--- src/rtl/stage_ctrl_pkg.sv ---
package stage_ctrl_pkg;

    localparam int OPC_W = 4;
    localparam int STG_W = 2;
    localparam int ALU_W = 3;

    typedef enum logic [STG_W-1:0] {
        STG_FETCH = 2'd0,
        STG_EXEC  = 2'd1,
        STG_WB    = 2'd2
    } stage_e;

    typedef enum logic [OPC_W-1:0] {
        OP_BEZ   = 4'd0,
        OP_BGZ   = 4'd1,
        OP_SLL   = 4'd2,
        OP_ADD   = 4'd3,
        OP_SUB   = 4'd4,
        OP_NOT   = 4'd5,
        OP_AND   = 4'd6,
        OP_OR    = 4'd7,
        OP_LW    = 4'd8,
        OP_SW    = 4'd9,
        OP_SETM  = 4'd10,
        OP_SETMI = 4'd11,
        OP_ADDI  = 4'd12,
        OP_LDI   = 4'd13,
        OP_ZERO  = 4'd14,
        OP_NOP   = 4'd15
    } opc_e;

    typedef enum logic [ALU_W-1:0] {
        ALU_ADD = 3'd0,
        ALU_SUB = 3'd1,
        ALU_AND = 3'd2,
        ALU_OR  = 3'd3,
        ALU_NOT = 3'd4,
        ALU_SLL = 3'd5
    } alu_e;

    typedef struct packed {
        logic inst_fetch;
        logic mem_rd;
        logic mem_wr;
        logic rf_rd;
        logic rf_wr;
        logic branch;
        logic br_on_zero;
        logic alu_b_imm;
        logic addr_reg_ld;
        logic addr_src_reg;
        logic dst_r3;
        logic imm_nibble;
        logic wb_imm;
        logic wb_zero;
        alu_e alu_op;
    } ctrl_t;

endpackage

--- src/rtl/stage_ctrl_seq.sv ---
module stage_ctrl_seq
    import stage_ctrl_pkg::*;
(
    input  logic   clk,
    input  logic   rst_n,
    output stage_e stage_q
);

    typedef struct packed {
        stage_e stage;
    } seq_t;

    seq_t seq_d;
    seq_t seq_q;

    always_comb begin
        seq_d = seq_q;
        unique case (seq_q.stage)
            STG_FETCH: seq_d.stage = STG_EXEC;
            STG_EXEC:  seq_d.stage = STG_WB;
            STG_WB:    seq_d.stage = STG_FETCH;
            default:   seq_d.stage = STG_FETCH;
        endcase
    end

    always_ff @(posedge clk or negedge rst_n) begin
        if (!rst_n) begin
            seq_q.stage <= STG_FETCH;
        end else begin
            seq_q <= seq_d;
        end
    end

    assign stage_q = seq_q.stage;

    p_stage_f2e_r2: assert property (@(posedge clk) disable iff (!rst_n)
        seq_q.stage == STG_FETCH |=> seq_q.stage == STG_EXEC);
    p_stage_e2w_r2: assert property (@(posedge clk) disable iff (!rst_n)
        seq_q.stage == STG_EXEC |=> seq_q.stage == STG_WB);
    p_stage_w2f_r2: assert property (@(posedge clk) disable iff (!rst_n)
        seq_q.stage == STG_WB |=> seq_q.stage == STG_FETCH);

endmodule

--- src/rtl/stage_ctrl_dec.sv ---
module stage_ctrl_dec
    import stage_ctrl_pkg::*;
(
    input  stage_e           stage,
    input  logic [OPC_W-1:0] opcode,
    output ctrl_t            ctrl_d
);

    opc_e opc;
    assign opc = opc_e'(opcode);

    always_comb begin
        ctrl_d = '0;
        ctrl_d.alu_op = ALU_ADD;
        // condition select follows the opcode for the whole instruction
        ctrl_d.br_on_zero = (opc == OP_BEZ);

        unique case (stage)
            STG_FETCH: begin
                ctrl_d.inst_fetch = 1'b1;
                ctrl_d.mem_rd     = 1'b1;
            end

            STG_EXEC: begin
                case (opc)
                    OP_BEZ, OP_BGZ: begin
                        ctrl_d.rf_rd  = 1'b1;
                        ctrl_d.branch = 1'b1;
                    end
                    OP_SLL: begin
                        ctrl_d.rf_rd     = 1'b1;
                        ctrl_d.alu_b_imm = 1'b1;
                        ctrl_d.alu_op    = ALU_SLL;
                    end
                    OP_ADD: begin
                        ctrl_d.rf_rd  = 1'b1;
                        ctrl_d.alu_op = ALU_ADD;
                    end
                    OP_SUB: begin
                        ctrl_d.rf_rd  = 1'b1;
                        ctrl_d.alu_op = ALU_SUB;
                    end
                    OP_NOT: begin
                        ctrl_d.rf_rd  = 1'b1;
                        ctrl_d.alu_op = ALU_NOT;
                    end
                    OP_AND: begin
                        ctrl_d.rf_rd  = 1'b1;
                        ctrl_d.alu_op = ALU_AND;
                    end
                    OP_OR: begin
                        ctrl_d.rf_rd  = 1'b1;
                        ctrl_d.alu_op = ALU_OR;
                    end
                    OP_LW: begin
                        ctrl_d.mem_rd = 1'b1;
                    end
                    OP_SW: begin
                        ctrl_d.rf_rd  = 1'b1;
                        ctrl_d.mem_wr = 1'b1;
                    end
                    OP_SETM: begin
                        ctrl_d.rf_rd        = 1'b1;
                        ctrl_d.addr_reg_ld  = 1'b1;
                        ctrl_d.addr_src_reg = 1'b1;
                    end
                    OP_SETMI: begin
                        ctrl_d.addr_reg_ld = 1'b1;
                    end
                    OP_ADDI: begin
                        ctrl_d.rf_rd      = 1'b1;
                        ctrl_d.dst_r3     = 1'b1;
                        ctrl_d.imm_nibble = 1'b1;
                        ctrl_d.alu_b_imm  = 1'b1;
                        ctrl_d.alu_op     = ALU_ADD;
                    end
                    default: ;
                endcase
            end

            STG_WB: begin
                case (opc)
                    OP_SLL, OP_ADD, OP_SUB, OP_NOT, OP_AND, OP_OR,
                    OP_LW, OP_ADDI: begin
                        ctrl_d.rf_wr = 1'b1;
                    end
                    OP_LDI: begin
                        ctrl_d.rf_wr  = 1'b1;
                        ctrl_d.dst_r3 = 1'b1;
                        ctrl_d.wb_imm = 1'b1;
                    end
                    OP_ZERO: begin
                        ctrl_d.rf_wr   = 1'b1;
                        ctrl_d.wb_zero = 1'b1;
                    end
                    default: ;
                endcase
            end

            default: ;
        endcase
    end

endmodule

--- src/rtl/stage_ctrl_unit.sv ---
module stage_ctrl_unit
    import stage_ctrl_pkg::*;
(
    input  logic             clk,
    input  logic             rst_n,
    input  logic [OPC_W-1:0] opcode,
    output logic [STG_W-1:0] stage,
    output logic             inst_fetch,
    output logic             mem_rd,
    output logic             mem_wr,
    output logic             rf_rd,
    output logic             rf_wr,
    output logic             branch,
    output logic             br_on_zero,
    output logic             alu_b_imm,
    output logic             addr_reg_ld,
    output logic             addr_src_reg,
    output logic             dst_r3,
    output logic             imm_nibble,
    output logic             wb_imm,
    output logic             wb_zero,
    output logic [ALU_W-1:0] alu_op
);

    stage_e stage_q;
    ctrl_t  ctrl_raw;
    ctrl_t  ctrl_o;

    stage_ctrl_seq u_seq (
        .clk     (clk),
        .rst_n   (rst_n),
        .stage_q (stage_q)
    );

    stage_ctrl_dec u_dec (
        .stage  (stage_q),
        .opcode (opcode),
        .ctrl_d (ctrl_raw)
    );

    // reset silences every line, including the opcode-driven condition select
    assign ctrl_o = rst_n ? ctrl_raw : '0;

    assign stage        = stage_q;
    assign inst_fetch   = ctrl_o.inst_fetch;
    assign mem_rd       = ctrl_o.mem_rd;
    assign mem_wr       = ctrl_o.mem_wr;
    assign rf_rd        = ctrl_o.rf_rd;
    assign rf_wr        = ctrl_o.rf_wr;
    assign branch       = ctrl_o.branch;
    assign br_on_zero   = ctrl_o.br_on_zero;
    assign alu_b_imm    = ctrl_o.alu_b_imm;
    assign addr_reg_ld  = ctrl_o.addr_reg_ld;
    assign addr_src_reg = ctrl_o.addr_src_reg;
    assign dst_r3       = ctrl_o.dst_r3;
    assign imm_nibble   = ctrl_o.imm_nibble;
    assign wb_imm       = ctrl_o.wb_imm;
    assign wb_zero      = ctrl_o.wb_zero;
    assign alu_op       = ctrl_o.alu_op;

    // quiet outputs during reset
    always_comb begin
        if (!rst_n) begin
            p_reset_quiet_r1: assert (ctrl_o == '0);
        end
    end

    p_fetch_lines_r3: assert property (@(posedge clk) disable iff (!rst_n)
        stage_q == STG_FETCH |-> inst_fetch && mem_rd && !rf_wr && !mem_wr && !rf_rd);
    p_branch_exec_r6: assert property (@(posedge clk) disable iff (!rst_n)
        branch |-> rf_rd && stage_q == STG_EXEC);
    p_wb_no_store_r8: assert property (@(posedge clk) disable iff (!rst_n)
        stage_q == STG_WB |-> !mem_wr && !rf_rd && !addr_reg_ld);
    p_r3_use_r10: assert property (@(posedge clk) disable iff (!rst_n)
        dst_r3 |-> (stage_q == STG_WB && rf_wr) || (stage_q == STG_EXEC && imm_nibble));
    p_wb_src_excl_r11: assert property (@(posedge clk) disable iff (!rst_n)
        wb_zero |-> !wb_imm && rf_wr && stage_q == STG_WB);
    p_nop_quiet_r12: assert property (@(posedge clk) disable iff (!rst_n)
        opcode == 4'd15 && stage_q != STG_FETCH |-> !rf_wr && !rf_rd && !mem_rd);

endmodule

--- config.mk ---
export PLATFORM = sky130hd
export DESIGN_NAME = stage_ctrl_unit
export DESIGN_NICKNAME = d
export VERILOG_FILES = /design/src/rtl/stage_ctrl_pkg.sv /design/src/rtl/stage_ctrl_seq.sv /design/src/rtl/stage_ctrl_dec.sv /design/src/rtl/stage_ctrl_unit.sv
export SDC_FILE = /design/constraint.sdc
export NUM_CORES = 1
export LEC_CHECK = 0
export ABC_AREA = 1
export BUFFER_PORTS_ARGS = -buffer_cell sky130_fd_sc_hd__buf_2
export CAP_MARGIN = 0
export CORE_AREA = 2 2 39 41
export CTS_CLUSTER_SIZE = 8
export DETAILED_ROUTE_END_ITERATION = 8
export DIE_AREA = 0 0 41 43
export SLEW_MARGIN = 10
export SYNTH_ARGS = -nofsm -noshare
export SYNTH_HDL_FRONTEND = slang
export SYNTH_SLANG_ARGS = --single-unit
--- constraint.sdc ---
create_clock -name clk -period 1.25 [get_ports clk]
set_clock_uncertainty 0.2 [all_clocks]
set_input_delay 0.0625 -clock clk [delete_from_list [all_inputs] [get_ports clk]]
set_output_delay 0.0625 -clock clk [all_outputs]
set_load 0.01 [all_outputs]
==> results of run 1 <==
-- through the flow --
step | TNS (ps) | area, sq um | std cells | setup slack [ps] | utilization, %
floorplan | -393 | 377 | 58 | -54.9 | -
global placement | -1100 | 547 | 102 | -192 | 39.5
detailed placement | -1240 | 547 | 102 | -176 | 39.5
CTS | -5260 | 676 | 111 | -385 | 48.8
global route | -6130 | 711 | 112 | -441 | 51.4
finish | -5150 | 711 | 112 | -389 | 51.4
-- worst max-delay path: stages, from the launching register on --
cell and delay, ps:
dfrtp_2 380, inv_2 60, buf_4 140, ha_1 290, a21boi_2 150, buf_2 130
-- metal layers --
| metal | part of all wire, % | GRT usage (%) | up-vias |
|---|---|---|---|
| met3 | 4.5 | 4.71 | 2 |
| met4 | 0.85 | 6.00 | 0 |
| li1 | - | - | 262 |
| met1 | 41 | 19.2 | 234 |
| met2 | 53 | 24.7 | 14 |
| met5 | 0 | 0 | - |
-- power by group through the flow --
stage          registers (W)  logic (W)  clock network (W)
4_1_cts            0.0000652   0.000108           0.000172
3_3_place_gp       0.0000659  0.0000898                  0
5_1_grt            0.0000651   0.000126           0.000175
3_5_place_dp       0.0000659  0.0000898                  0
6_report           0.0000652   0.000115           0.000164
2_1_floorplan      0.0000659  0.0000504                  0
-- synth_stat cells --
cell       n
a21boi_2   1
a21oi_1    1
and3_1     1
dfrtp_1    2
ha_1       4
inv_1     12
inv_2      1
nand2_1   12
nand2_2    1
nand3_1    1
nand3_2    1
nand4_1    1
nor2_1    12
nor3_1     3
nor4_1     1
nor4_2     1
o21ai_0    2
o21ai_1    1
-- repair_timing --
item                       4_1_cts  5_1_grt
hold buffers                     1        0
buffers inserted                 4        1
pin swaps                        8        5
setup endpoints to repair       16       16
gates cloned                     0        0
resized for setup               12        8
hold endpoints to repair         2        0
-- layout make-up --
type	count	area share (%)
Multi-Input combinational cell	43	47.7
Tap cell	16	2.82
Clock buffer	4	3.70
Sequential cell	2	7.22
Timing Repair Buffer	34	30.6
Inverter	13	7.92
-- cells by family (layout without fill, tap and decap cells) --
family	after synthesis	after routing	synth area share [%]
and+or+nand+nor	34	34	46.7
adders and majority gates	4	4	14.8
buffers and inverters	13	51	14.4
AOI/OAI and AO/OA	5	5	9.26
DFF	2	2	14.8
-- path summary, 6_finish.rpt --
check / startpoint / end / slack, ps
setup / recovery: u_seq.stage_q[0]$_DFF_PN0_ / dst_r3 / -390
hold / removal: rst_n / u_seq.stage_q[0]$_DFF_PN0_ / 90
setup reg to reg: u_seq.stage_q[0]$_DFF_PN0_ / u_seq.stage_q[0]$_DFF_PN0_ / 50
hold reg to reg: u_seq.stage_q[1]$_DFF_PN0_ / u_seq.stage_q[1]$_DFF_PN0_ / 450
max in group asynchronous: rst_n / u_seq.stage_q[0]$_DFF_PN0_ / 620
min in group clk: opcode[1] / branch / 230
==> run summary, run 1 <==
status = complete, but fails checks
violated checks = setup timing
worst path required time = 990 ps
cell area after synthesis = 338 sq um
routed vias/inst = 4.57
RSZ-0062 raised after global routing = yes
Final WS setup = -389 ps
Clock Latency Late Sink = 230 ps
CTS Buf Count = 3
max reg flops = 2
largest net degree at the start of global routing = 8
Max FO, Critical Path = 3
Ant. Diodes = 0
GRT Total Usage = 15.7%
hold crit path type = in -> async
Synth Area per Inst = 5.82 sq um
final WL = 1170 um
MaxCap Viol Count = 0
Fill cells = 144
period utilisation layout = 131%
Pwr Density = 484 nW/um^2
Ports = 25
DRC viols = 0
Switch Pwr = 0.000118 W
GRT overflow = 0
die area = 1760 sq um
Sw Ratio = 34.2%
first-pass GRT wire length = 1890 um
die height = 43 um
Comb power frac = 33.3%
#FFs+latches synth = 2
P_leak = 0.409 nW
Final Setup Violations = 16
Nets = 107
antenna violations before repair = 0
top cell type's share of synthesized area = 14.8%
Seq/Total Area, Yosys = 14.8%
Slew Limit Fails = 0
CTS Root Cell = clkbuf_4
vias in the first global route = 468
Initial Util = 24.4%
Worst Tran Pin Value = 423 ps
Reg area = 51.3 sq um
PortBufs = 24
Syn Inst Count = 58
CTS tree = done
crit path kind = reg -> out
DR pass1 iterations = 3
vias = 512
layout cells sized above 1 = 61.5%
Ys Warns = 0
share of power burned in registers = 18.9%
worst rel slew slack = 71.7%
most common cell after layout, fill and taps aside = buf_2
worst reg-to-reg path cell count = 4
Chip Width = 41 um
wire per inst = 10.5 um
DPL Wire Length = 806 um
clk sink count = 2
most frequent cells in the layout = buf_2 (22), nor2_1 (11), inv_1 (8), nand2_1 (8), buf_4 (7)
Multi-input gate area = 339 sq um
Synthesized Nets = 68
final period demand of the worst path = 1640 ps
Worst-path clk slew = 30 ps
Tot Pwr = 0.000344 W
Synth area leader = dfrtp_1
core area = 1380 sq um
Worst Path Arrival = 1380 ps
gpl congestion = 0.740
CTS Buffer Depth = 2
Area growth, synth to finish = 110%
row count = 14
final hold violations = 0
Netlist cell types = 18
Final Hold Slack = 91.3 ps
crit end category = output pin
clock share of power = 47.7%
fmax = 0.610 GHz
CP Launch Type = flip-flop
post-route antenna net violation count = 0
Internal = 0.000226 W
worst vdd ir = 488 uV
Area contributors post-synth = dfrtp_1 (15%), ha_1 (15%), inv_1 (13%)
H-tree depth = 1
initial DRC count = 5
No activity file was read; power rests on OpenSTA's default activity.
==> inputs of run 2 (changes only) <==
ABC_AREA = default   (was 1)
==> run 2 against run 1 <==
Effect of this change: the flow still finishes with violations (setup timing); critical path depth rose by 1; critical path type unchanged; global-route usage rose by 0.45 points; largest power group unchanged; setup slack got worse by 32 ps; critical endpoint is now alu_op[0].
==> run summary, run 2 <==
die area = 1760 sq um
period utilisation layout = 134%
core area = 1380 sq um
DP Worst Slack = -211 ps
CTS Root Cell = clkbuf_4
Final Setup Violations = 17
first-pass GRT wire length = 1930 um
DR pass1 iterations = 2
CTS tree = done
PortBufs = 24
antenna violations before repair = 0
worst vdd ir = 307 uV
vias = 521
most common cell after layout, fill and taps aside = buf_2
Worst R2R Start = u_seq.stage_q[0]$_DFF_PN0_
P_leak = 0.393 nW
worst path required time = 990 ps
Syn Inst Count = 58
Post-synth top cells = nand2_1 (9), nor2_1 (6), a21oi_1 (5), inv_1 (5), ha_1 (4)
Area contributors post-synth = dfrtp_1 (13%), ha_1 (13%), nand2_1 (8.7%)
Ports = 25
#FFs+latches synth = 2
design area = 727 sq um
hold crit path type = in -> async
worst reg-to-reg path cell count = 4
Fill cells = 152
largest delay contributor family on the critical path = simple AND/OR/NAND/NOR gates
Worst Tran Pin Value = 217 ps
Max FO, Critical Path = 4
Placed Area = 631 sq um
gpl congestion = 0.709
Pwr Density = 484 nW/um^2
initial DRC count = 1
WP buf/inv = 2
Synthesized Nets = 68
max reg flops = 2
Post-synth EDFFs = 0
Ant. Diodes = 0
wire per inst = 10.4 um
Reg area = 51.3 sq um
vias in the first global route = 457
row count = 14
Nets = 108
Initial Util = 28.2%
top cell type's share of synthesized area = 12.8%
status = complete, but fails checks
final period demand of the worst path = 1670 ps
violated checks = setup timing
RR Endpoint = u_seq.stage_q[1]$_DFF_PN0_
CTS Buffer Depth = 2
Final WS setup = -420 ps
Slew Limit Fails = 0
most frequent cells in the layout = buf_2 (24), buf_4 (14), nand2_1 (8), inv_1 (4)
final WL = 1180 um
crit path kind = reg -> out
post-route antenna net violation count = 0
H-tree depth = 1
RSZ-0062 raised after global routing = yes
crit end category = output pin
CP Cell Sequence = inv_2 > ha_4 > nand2_2 > or2_4 > and2b_1 > buf_2
Worst-path clk slew = 40 ps
GRT Total Usage = 16.2%
DPL Wire Length = 882 um
Synth area leader = dfrtp_1
asr flop ratio synth = 100%
Clock Latency Late Sink = 230 ps
Worst Path Arrival = 1410 ps
die height = 43 um
largest net degree at the start of global routing = 11
GRT overflow = 0
delay of the slowest critical-path stage = 370 ps
Worst R2R Setup Slack = -30 ps
CP Launch Type = flip-flop
CP Depth = 6
Seq/Total Area, Yosys = 12.8%
layout cells sized above 1 = 62.9%
slowest cell on the critical path = dfrtp_1
Synth Area per Inst = 6.73 sq um
Netlist cell types = 24
Ys Warns = 0
Chip Width = 41 um
clk sink count = 2
routed vias/inst = 4.61
Area growth, synth to finish = 86.2%
fmax = 0.599 GHz
worst rel slew slack = 85.4%
Top FF cell, synth = dfrtp_1
Final Hold Slack = 169 ps
final hold violations = 0
MaxCap Viol Count = 0
Multi-input gate area = 364 sq um
CTS Buf Count = 3
cell area after synthesis = 390 sq um
most frequent cell after synthesis = nand2_1
DRC viols = 0
run 2: power breakdown:
part           switching (W)  internal [W]  leakage, nW
Clock              0.0000430      0.000119       0.0150
Combinational      0.0000671     0.0000579        0.355
Sequential                 0     0.0000652       0.0236
Total               0.000110      0.000242        0.393
run 2: cells by family (layout without fill, tap and decap cells):
| family | Yosys count | count (layout) | share of synthesized area (%) |
|---|---|---|---|
| xor+xnor | 1 | 1 | 2.24 |
| flops | 2 | 2 | 12.8 |
| simple gates | 31 | 31 | 43.9 |
| buf+inv | 10 | 49 | 13.5 |
| fa+ha+maj | 4 | 4 | 12.8 |
| mux | 1 | 1 | 2.56 |
| compound gates | 9 | 9 | 12.2 |
run 2: through the flow:
step / util, % / std cells / setup TNS (ps) / power, W
floorplan: - / 58 / -790 / 0.000141
global placement: 45.6 / 104 / -1380 / 0.000178
detailed placement: 45.6 / 104 / -1560 / 0.000180
CTS: 52.0 / 112 / -5720 / 0.000362
global route: 52.5 / 113 / -7090 / 0.000378
finish: 52.5 / 113 / -5580 / 0.000352
run 2: worst max path at each step:
stage / from / to / slack, ps
after floorplan: u_seq.stage_q[1]$_DFF_PN0_ / alu_op[0] / -170
after global placement: u_seq.stage_q[1]$_DFF_PN0_ / addr_src_reg / -180
after detailed placement: u_seq.stage_q[1]$_DFF_PN0_ / addr_src_reg / -210
after CTS: u_seq.stage_q[1]$_DFF_PN0_ / alu_op[0] / -420
after global routing: u_seq.stage_q[1]$_DFF_PN0_ / mem_wr / -530
final: u_seq.stage_q[1]$_DFF_PN0_ / alu_op[0] / -420
run 2: cell type report:
cell class	instances	area share (%)
clock buffer	4	3.61
multi-input combinational	46	50.1
sequential	2	7.06
timing repair buffer	40	33.9
tap	16	2.75
inverter	5	2.58
run 2: what timing repair did:
action | CTS | global route
setup buffers | 3 | 2
endpoints found under the hold margin | 2 | 0
hold buffers | 1 | 0
gates resized for setup | 5 | 1
setup endpoints to repair | 16 | 16
pin swaps | 2 | 2
run 2: worst min-delay path: stages:
cell and delay, ps:
buf_2 130, buf_4 150, dlygate4sd3_1 590
run 2: layer usage:
layer | vias up | wire [um] | GRT usage (%) | share of wire (%)
met5 | - | 0 | 0 | 0
met4 | 0 | 0 | 10.0 | 0
met3 | 0 | 74 | 3.66 | 6.3
met2 | 18 | 567 | 22.8 | 48
met1 | 236 | 536 | 21.3 | 46
li1 | 267 | - | - | -
